$ cat src/rtl/fcmd_pkg.sv
package fcmd_pkg;
   localparam int REG_W = 16;
   localparam logic [7:0] OPC_VERIFY_ALL = 8'h01;
   // register addresses
   localparam logic [2:0] RA_DIV   = 3'd0;
   localparam logic [2:0] RA_STAT  = 3'd1;
   localparam logic [2:0] RA_IDX   = 3'd2;
   localparam logic [2:0] RA_PARAM = 3'd3;
   localparam logic [2:0] RA_FADDR = 3'd4;
   localparam logic [2:0] RA_FDATA = 3'd5;
   localparam logic [2:0] RA_FPAR  = 3'd6;
   localparam logic [2:0] RA_FFLAG = 3'd7;
   // status bit positions
   localparam int SB_DONE = 7;
   localparam int SB_ACC  = 5;
   localparam int SB_PROT = 4;
   localparam int SB_ERR  = 1;
   localparam int SB_NC   = 0;
endpackage

$ cat src/rtl/fcmd_array.sv
module fcmd_array #(
   parameter int DEPTH  = 16,
   parameter int DATA_W = 16,
   parameter int AW     = $clog2(DEPTH)
) (
   input  logic              clk,
   input  logic              rst_n,
   input  logic              wr_en,
   input  logic [AW-1:0]     wr_addr,
   input  logic [DATA_W-1:0] wr_data,
   input  logic [AW-1:0]     scan_addr,
   output logic [DATA_W-1:0] scan_data,
   input  logic [AW-1:0]     rd_addr,
   output logic [DATA_W-1:0] rd_data
);
   logic [DATA_W-1:0] mem [DEPTH];

   always_ff @(posedge clk or negedge rst_n) begin
      if (!rst_n) begin
         for (int i = 0; i < DEPTH; i++) mem[i] <= '1;   // erased state
      end else if (wr_en) begin
         mem[wr_addr] <= wr_data;
      end
   end

   assign scan_data = mem[scan_addr];
   assign rd_data   = mem[rd_addr];
endmodule

$ cat src/rtl/fcmd_scan.sv
module fcmd_scan #(
   parameter int DEPTH    = 16,
   parameter int DATA_W   = 16,
   parameter int NC_ZEROS = 2,
   parameter int AW       = $clog2(DEPTH)
) (
   input  logic              clk,
   input  logic              rst_n,
   input  logic              start,
   input  logic [DATA_W-1:0] word,
   output logic [AW-1:0]     addr,
   output logic              busy,
   output logic              st_err,
   output logic              st_nc
);
   localparam logic [AW-1:0] LAST = AW'(DEPTH - 1);
   localparam int ZW = $clog2(DATA_W + 1);

   logic [ZW-1:0] zeros;
   logic          bad_word, nc_word;

   generate
      if (NC_ZEROS < 1 || NC_ZEROS > DATA_W) begin : g_bad_nc
         $error("fcmd_scan: NC_ZEROS out of range");
      end
   endgenerate

   assign zeros    = ZW'($countones(~word));
   assign bad_word = (word != '1);
   assign nc_word  = (zeros >= ZW'(NC_ZEROS));

   always_ff @(posedge clk or negedge rst_n) begin
      if (!rst_n) begin
         busy   <= 1'b0;
         addr   <= '0;
         st_err <= 1'b0;
         st_nc  <= 1'b0;
      end else if (start) begin
         busy   <= 1'b1;
         addr   <= '0;
         st_err <= 1'b0;
         st_nc  <= 1'b0;
      end else if (busy) begin
         st_err <= st_err | bad_word;
         st_nc  <= st_nc | nc_word;
         addr   <= addr + 1'b1;
         if (addr == LAST) busy <= 1'b0;
      end
   end

   // status starts clear after a launch; a non-correctable flag implies a read error
   p_status_clear_r8: assert property (@(posedge clk) disable iff (!rst_n)
      start |=> (!st_err && !st_nc));
   p_nc_implies_err_r8: assert property (@(posedge clk) disable iff (!rst_n)
      st_nc |-> st_err);
endmodule

$ cat src/rtl/fcmd_fault.sv
module fcmd_fault #(
   parameter int AW     = 4,
   parameter int DATA_W = 16,
   parameter int PAR_W  = 8
) (
   input  logic              clk,
   input  logic              rst_n,
   input  logic              busy,
   input  logic              rd_en,
   input  logic [AW-1:0]     rd_addr,
   input  logic [1:0]        clr,
   output logic [1:0]        flags,
   output logic [AW-1:0]     f_addr,
   output logic [DATA_W-1:0] f_data,
   output logic [PAR_W-1:0]  f_par
);
   logic capture;
   assign capture = rd_en && busy && (flags == 2'b00);

   always_ff @(posedge clk or negedge rst_n) begin
      if (!rst_n) begin
         flags  <= 2'b00;
         f_addr <= '0;
         f_data <= '0;
         f_par  <= '0;
      end else if (capture) begin
         flags  <= 2'b11;
         f_addr <= rd_addr;
         f_data <= '0;
         f_par  <= '0;
      end else begin
         flags  <= flags & ~clr;
      end
   end

   // a captured address is held while a flag stays set
   p_fault_hold_r10: assert property (@(posedge clk) disable iff (!rst_n)
      (flags != 2'b00 && clr == 2'b00) |=> $stable(f_addr));
endmodule

$ cat src/rtl/fcmd_ctrl.sv
module fcmd_ctrl #(
   parameter int DEPTH    = 16,
   parameter int DATA_W   = 16,
   parameter int PAR_W    = 8,
   parameter int IDX_W    = 3,
   parameter int NC_ZEROS = 2,
   parameter int AW       = $clog2(DEPTH)
) (
   input  logic              clk,
   input  logic              rst_n,
   input  logic              reg_wr,
   input  logic [2:0]        reg_addr,
   input  logic [15:0]       reg_wdata,
   output logic [15:0]       reg_rdata,
   input  logic              wprot,
   input  logic              load_seq_active,
   input  logic              arr_wr_en,
   input  logic [AW-1:0]     arr_wr_addr,
   input  logic [DATA_W-1:0] arr_wr_data,
   input  logic              arr_rd_en,
   input  logic [AW-1:0]     arr_rd_addr,
   output logic [DATA_W-1:0] arr_rd_data
);
   import fcmd_pkg::*;

   localparam int NPARAM = 1 << IDX_W;
   localparam int CW     = $clog2(DEPTH + 1) + 1;

   generate
      if (DEPTH < 2 || (1 << AW) != DEPTH) begin : g_bad_depth
         $error("fcmd_ctrl: DEPTH must be a power of two of at least 2");
      end
      if (DATA_W > REG_W || PAR_W > REG_W || AW > REG_W) begin : g_bad_width
         $error("fcmd_ctrl: field wider than a register");
      end
      if (IDX_W < 1 || IDX_W > 4) begin : g_bad_idx
         $error("fcmd_ctrl: IDX_W out of range");
      end
   endgenerate

   logic [7:0]        div_q;
   logic              div_init;
   logic              acc_q, prot_q;
   logic [IDX_W-1:0]  idx_q;
   logic [REG_W-1:0]  param_q [NPARAM];

   logic              busy, done, st_err, st_nc;
   logic [AW-1:0]     scan_addr;
   logic [DATA_W-1:0] scan_word, mem_rd;
   logic [1:0]        fflags, fclr;
   logic [AW-1:0]     f_addr;
   logic [DATA_W-1:0] f_data;
   logic [PAR_W-1:0]  f_par;

   logic wr_stat, launch, set_acc, set_prot, start;
   logic [7:0] opc;

   assign done    = ~busy;
   assign opc     = param_q[0][15:8];
   assign wr_stat = reg_wr && (reg_addr == RA_STAT);
   assign launch  = wr_stat && reg_wdata[SB_DONE] && done && !acc_q && !prot_q;

   always_comb begin
      set_acc  = 1'b0;
      set_prot = 1'b0;
      start    = 1'b0;
      if (launch) begin
         if (wprot)                                  set_prot = 1'b1;
         else if (!div_init)                         set_acc  = 1'b1;
         else if (opc != OPC_VERIFY_ALL)             set_acc  = 1'b1;
         else if (idx_q != '0 || load_seq_active)    set_acc  = 1'b1;
         else                                        start    = 1'b1;
      end
   end

   always_ff @(posedge clk or negedge rst_n) begin
      if (!rst_n) begin
         div_q    <= '0;
         div_init <= 1'b0;
         acc_q    <= 1'b0;
         prot_q   <= 1'b0;
         idx_q    <= '0;
         for (int i = 0; i < NPARAM; i++) param_q[i] <= '0;
      end else begin
         acc_q  <= (acc_q  & ~(wr_stat & reg_wdata[SB_ACC]))  | set_acc;
         prot_q <= (prot_q & ~(wr_stat & reg_wdata[SB_PROT])) | set_prot;
         if (reg_wr && reg_addr == RA_DIV) begin
            div_q    <= reg_wdata[7:0];
            div_init <= 1'b1;
         end
         if (reg_wr && reg_addr == RA_IDX)   idx_q <= reg_wdata[IDX_W-1:0];
         if (reg_wr && reg_addr == RA_PARAM) param_q[idx_q] <= reg_wdata;
      end
   end

   assign fclr = (reg_wr && reg_addr == RA_FFLAG) ? reg_wdata[1:0] : 2'b00;

   always_comb begin
      reg_rdata = '0;
      case (reg_addr)
         RA_DIV:   reg_rdata = {7'd0, div_init, div_q};
         RA_STAT:  begin
            reg_rdata[SB_DONE] = done;
            reg_rdata[SB_ACC]  = acc_q;
            reg_rdata[SB_PROT] = prot_q;
            reg_rdata[SB_ERR]  = st_err;
            reg_rdata[SB_NC]   = st_nc;
         end
         RA_IDX:   reg_rdata = REG_W'(idx_q);
         RA_PARAM: reg_rdata = param_q[idx_q];
         RA_FADDR: reg_rdata = REG_W'(f_addr);
         RA_FDATA: reg_rdata = REG_W'(f_data);
         RA_FPAR:  reg_rdata = REG_W'(f_par);
         default:  reg_rdata = REG_W'(fflags);
      endcase
   end

   assign arr_rd_data = busy ? '0 : mem_rd;

   fcmd_array #(.DEPTH(DEPTH), .DATA_W(DATA_W), .AW(AW)) u_array (
      .clk(clk), .rst_n(rst_n),
      .wr_en(arr_wr_en), .wr_addr(arr_wr_addr), .wr_data(arr_wr_data),
      .scan_addr(scan_addr), .scan_data(scan_word),
      .rd_addr(arr_rd_addr), .rd_data(mem_rd)
   );

   fcmd_scan #(.DEPTH(DEPTH), .DATA_W(DATA_W), .NC_ZEROS(NC_ZEROS), .AW(AW)) u_scan (
      .clk(clk), .rst_n(rst_n), .start(start), .word(scan_word),
      .addr(scan_addr), .busy(busy), .st_err(st_err), .st_nc(st_nc)
   );

   fcmd_fault #(.AW(AW), .DATA_W(DATA_W), .PAR_W(PAR_W)) u_fault (
      .clk(clk), .rst_n(rst_n), .busy(busy), .rd_en(arr_rd_en),
      .rd_addr(arr_rd_addr), .clr(fclr), .flags(fflags),
      .f_addr(f_addr), .f_data(f_data), .f_par(f_par)
   );

   // busy-window counter kept for the checks below
   logic [CW-1:0] busy_cyc;
   always_ff @(posedge clk or negedge rst_n) begin
      if (!rst_n)    busy_cyc <= '0;
      else if (done) busy_cyc <= '0;
      else           busy_cyc <= busy_cyc + 1'b1;
   end

   // a flag raised by a rejected launch leaves the controller idle
   p_reject_keeps_done_r2: assert property (@(posedge clk) disable iff (!rst_n)
      $rose(acc_q) |-> done);
   // a launch attempted with a flag already set is ignored
   p_blocked_launch_r5: assert property (@(posedge clk) disable iff (!rst_n)
      (wr_stat && reg_wdata[SB_DONE] && done && (acc_q || prot_q)) |=> done);
   // busy lasts exactly DEPTH cycles
   p_busy_len_r7: assert property (@(posedge clk) disable iff (!rst_n)
      $rose(done) |-> (busy_cyc == CW'(DEPTH)));
   p_busy_bound_r7: assert property (@(posedge clk) disable iff (!rst_n)
      !done |-> (busy_cyc < CW'(DEPTH)));
   // data port gives zeros while busy
   p_inv_read_r9: assert property (@(posedge clk) disable iff (!rst_n)
      busy |-> (arr_rd_data == '0));
endmodule

$ cat config.mk
export PLATFORM = sky130hd
export DESIGN_NAME = fcmd_ctrl
export DESIGN_NICKNAME = d
export VERILOG_FILES = /design/src/rtl/fcmd_pkg.sv /design/src/rtl/fcmd_array.sv /design/src/rtl/fcmd_scan.sv /design/src/rtl/fcmd_fault.sv /design/src/rtl/fcmd_ctrl.sv
export SDC_FILE = /design/constraint.sdc
export NUM_CORES = 1
export LEC_CHECK = 0
export BUFFER_PORTS_ARGS = -buffer_cell sky130_fd_sc_hd__buf_2
export CORE_UTILIZATION = 57
export CTS_CLUSTER_SIZE = 25
export DETAILED_ROUTE_END_ITERATION = 16
export MAX_ROUTING_LAYER = met4
export PLACE_DENSITY = 0.77
export SLEW_MARGIN = 20
export SYNTH_ARGS = -nofsm -noshare
export SYNTH_HDL_FRONTEND = slang
export SYNTH_SLANG_ARGS = --single-unit
$ cat constraint.sdc
create_clock -name clk -period 4.8 [get_ports clk]
set_input_delay 0 -clock clk [delete_from_list [all_inputs] [get_ports clk]]
set_output_delay 0 -clock clk [all_outputs]
set_load 0.02 [all_outputs]
==> results.tsv <==
stage	metric	value	unit
placement	worst slack, placed	-0.712	ns
die	width of the die	198	um
clock_network	clk slew on worst S/H paths	0.06	ns
pwr	Reg power frac	40.7	%
global_route	global-route usage over all layers	32.7	%
timing	Slew Limit Fails	0	
status	run status	finished with violations	
synthesis	Distinct cells, synth	65	
die	Die Footprint	0.0392	mm2
cells_and_area	Syn-to-layout area delta	18.4	%
global_route	largest net degree at the start of global routing	140	
synthesis	Netlist Area Pre-Place	0.0219	mm2
clock_network	TritonCTS Buffers	45	
pwr	total power	12.8	mW
clock_network	CTS Buffer Depth	3	
pwr	internal power	8.95	mW
cells_and_area	fin util	68.6	%
die	Die Span Y	198	um
route	Via Count	14600	
clock_network	Clk Tree Root Cell	clkbuf_16	
status	violated checks	negative setup slack	
route	routed len/inst	26.2	um
placement	Cells after DPL	2157	
cells_and_area	most frequent cells in the layout	mux2_2 (360), dfstp_2 (256), buf_4 (155), dfrtp_1 (153), mux4_2 (116)	
cells_and_area	post-route cell area	0.0259	mm2
route	final wirelength	60000	um
timing	fin crit share	115	%
cells_and_area	layout cell share with drive strength beyond 1	62.5	%
hold_path	worst min-delay path class	in2reg	
synthesis	asr flop ratio synth	100	%
timing	Min Clock Period, post-route	5.51	ns
pwr	worst vdd ir	0.000540	V
pwr	sw frac	30.1	%
clock_network	clock latency on the worst-skew pair	0.59	ns
cells_and_area	Layout Nets	1830	
route	Vias/cell	6.37	
placement	Cell Area, Placed	0.0237	mm2
synthesis	leading area contributor after synthesis	dfstp_2	
critical_path	Slowest cell on crit path	fa_1	
critical_path	Crit path required time	5.21	ns
placement	GP Congestion	0.894	
cells_and_area	fillcell total	2568	
pwr	Comb pwr share	32.3	%
placement	hpwl dp	35800	um
global_route	global-route wire length before repair	92800	um
synthesis	Mapped Cells	1524	
synthesis	top post-synthesis cells by area	dfstp_2 (31%), mux2_2 (19%), dfrtp_1 (18%)	
synthesis	Post-synth EDFFs	0	
pwr	switching power	3.86	mW
die	Cell Rows	71	
timing	Final Hold Viols	0	
critical_path	Startpoint Class	flop	
timing	clk_skew	0.0235	ns
synthesis	post-synthesis sequential area ratio	48.5	%
cells_and_area	register area	0.0106	mm2
synthesis	Syn Nets	1607	
synthesis	Yosys top cell area share	30.8	%
timing	RSZ-0062 raised after global routing	true	
pwr	Clock Power Share	27.1	%
route	number of remaining DRC errors	0	
pwr	Leak	11.2	nW
clock_network	CTS H-tree lvls	2	
die	Placeable Area	0.0378	mm2
timing	Fin Setup TNS	-0.709	ns
synthesis	Yosys warning count	0	
timing	fmax	182	MHz
critical_path	largest stage delay on the critical path	0.56	ns
die	I/O pin total	82	
timing	Slew @ Worst Pin	1.24	ns
cells_and_area	most common cell after layout, fill and taps aside	mux2_2	
synthesis	FF+latch count, synth	411	
critical_path	critical path peak fanout	4	
clock_network	Clock Sinks	411	
synthesis	Synth Flop Type	dfstp_2	
timing	final hold slack	0.0399	ns
job	max cap viols	0	
pwr	PD cells	495	mW/mm2
placement	PortBufs	81	
route	Antenna Nets Post-Route	0	
timing	post-route setup slack	-0.709	ns
clock_network	CTS tree	yes	
route	1st-pass router iterations	5	
critical_path	CP Cell Sequence	buf_6, buf_4, mux4_2, mux4_2, inv_2, ha_4, inv_2, fa_1, inv_1, fa_1, fa_1, inv_2, fa_1, inv_2, ha_4, fa_2, nor2_1, a21oi_1, o41ai_2, a21oi_1	
die	Initial Util	57.9	%
global_route	initial antenna violation count	0	
critical_path	critical path type	reg2reg	
synthesis	syn avg cell area	14.4	um2
cells_and_area	ant diodes	0	
global_route	vias in the first global route	15500	
critical_path	WP data arrival	5.92	ns
timing	endpoints failing setup	1	
global_route	Remaining Overflow, GRT	0	
timing	relative slew slack	17.6	%
critical_path	CP endpoint kind	flop	
route	1st-iter DRT viols	1007	
cells_and_area	multi-input logic area	0.0107	mm2
cells_and_area	Finished Layout Cells	2293	
[Yosys cell counts (all sizes together) (6+ instances only)]
cell,n
mux2,406
mux4,116
nand3,21
nor2,44
a22o,6
nand2b,6
nor2b,10
a221oi,10
ha,22
nand2,45
a21oi,12
clkbuf,58
mux2i,108
dfrtp,155
nand4,6
inv,44
buf,62
a22oi,44
dfstp,256
fa,11
o21ai,18
[kinds of logic after synthesis]
group / Yosys count / share of synthesized area, %
fa+ha+maj: 33 / 2.27
mux: 630 / 37.8
xor+xnor: 3 / 0.120
simple gates: 157 / 3.71
compound gates: 126 / 4.19
buf+inv: 164 / 3.44
flops: 411 / 48.5
[power by group through the flow]
| stage | Combinational (mW) | Sequential (mW) | Clock (mW) |
|---|---|---|---|
| 2_1_floorplan | 2.61 | 5.02 | 0 |
| 3_3_place_gp | 3.53 | 5.18 | 0 |
| 3_5_place_dp | 3.79 | 5.23 | 0 |
| 4_1_cts | 4.09 | 5.18 | 3.52 |
| 5_1_grt | 4.51 | 5.30 | 3.65 |
| 6_report | 4.13 | 5.21 | 3.47 |
[worst max-delay path: cells and delay by family, from the launching register on]
family                     cells  cell delay [ns]
and+or+nand+nor                1             0.09
DFF                            1             0.50
AOI/OAI and AO/OA              3             0.58
adders and majority gates      7             2.64
muxes                          2             0.95
buffers and inverters          7             0.56
[layout make-up]
| cell class | count | share of cell area [%] |
|---|---|---|
| sequential | 411 | 41.0 |
| multi-input combinational | 949 | 41.1 |
| clock buffer | 69 | 5.04 |
| tap | 511 | 2.47 |
| inverter | 44 | 0.638 |
| timing repair buffer | 296 | 9.08 |
| clock inverter | 13 | 0.667 |
[timing repair]
action                                  4_1_cts  5_1_grt
hold buffers                                 42        1
gates resized for setup                      17        4
endpoints found under the setup margin        1        1
endpoints found under the hold margin       440       26
gates cloned                                  3        0
buffers inserted                              6        1
pin swaps                                    10        7
[metal layers]
layer,vias up,wire (um),global-route usage (%)
met5,-,0,-
met4,0,2100,12.9
met3,162,4000,5.01
met2,593,29800,52.3
met1,7690,24100,42.0
li1,6169,-,-
[flip-flops by register name, summed over array words and instances (netlist names)]
signal,cells
div_q,8
prot_q,1
idx_q,3
div_init,1
u_scan.busy,1
u_scan.st_nc,1
u_scan.addr,4
u_scan.st_err,1
param_q,120
acc_q,1
u_fault.f_addr,4
u_array.mem,256
u_fault.flags,2
opc,8
[worst paths after layout]
check,startpoint,end,slack (ns),cells after the start
worst min register to register,param_q[94],param_q[94],0.48,1
worst max register to register,u_scan.addr[0],u_scan.st_nc,-0.71,20
worst max-delay path,u_scan.addr[0],u_scan.st_nc,-0.71,20
min in group asynchronous,rst_n,param_q[107],0.46,3
max in group asynchronous,rst_n,param_q[50],3.27,4
worst min-delay path,arr_rd_addr[1],u_fault.f_addr[1],0.04,2
(Power assumes the default switching activity.)
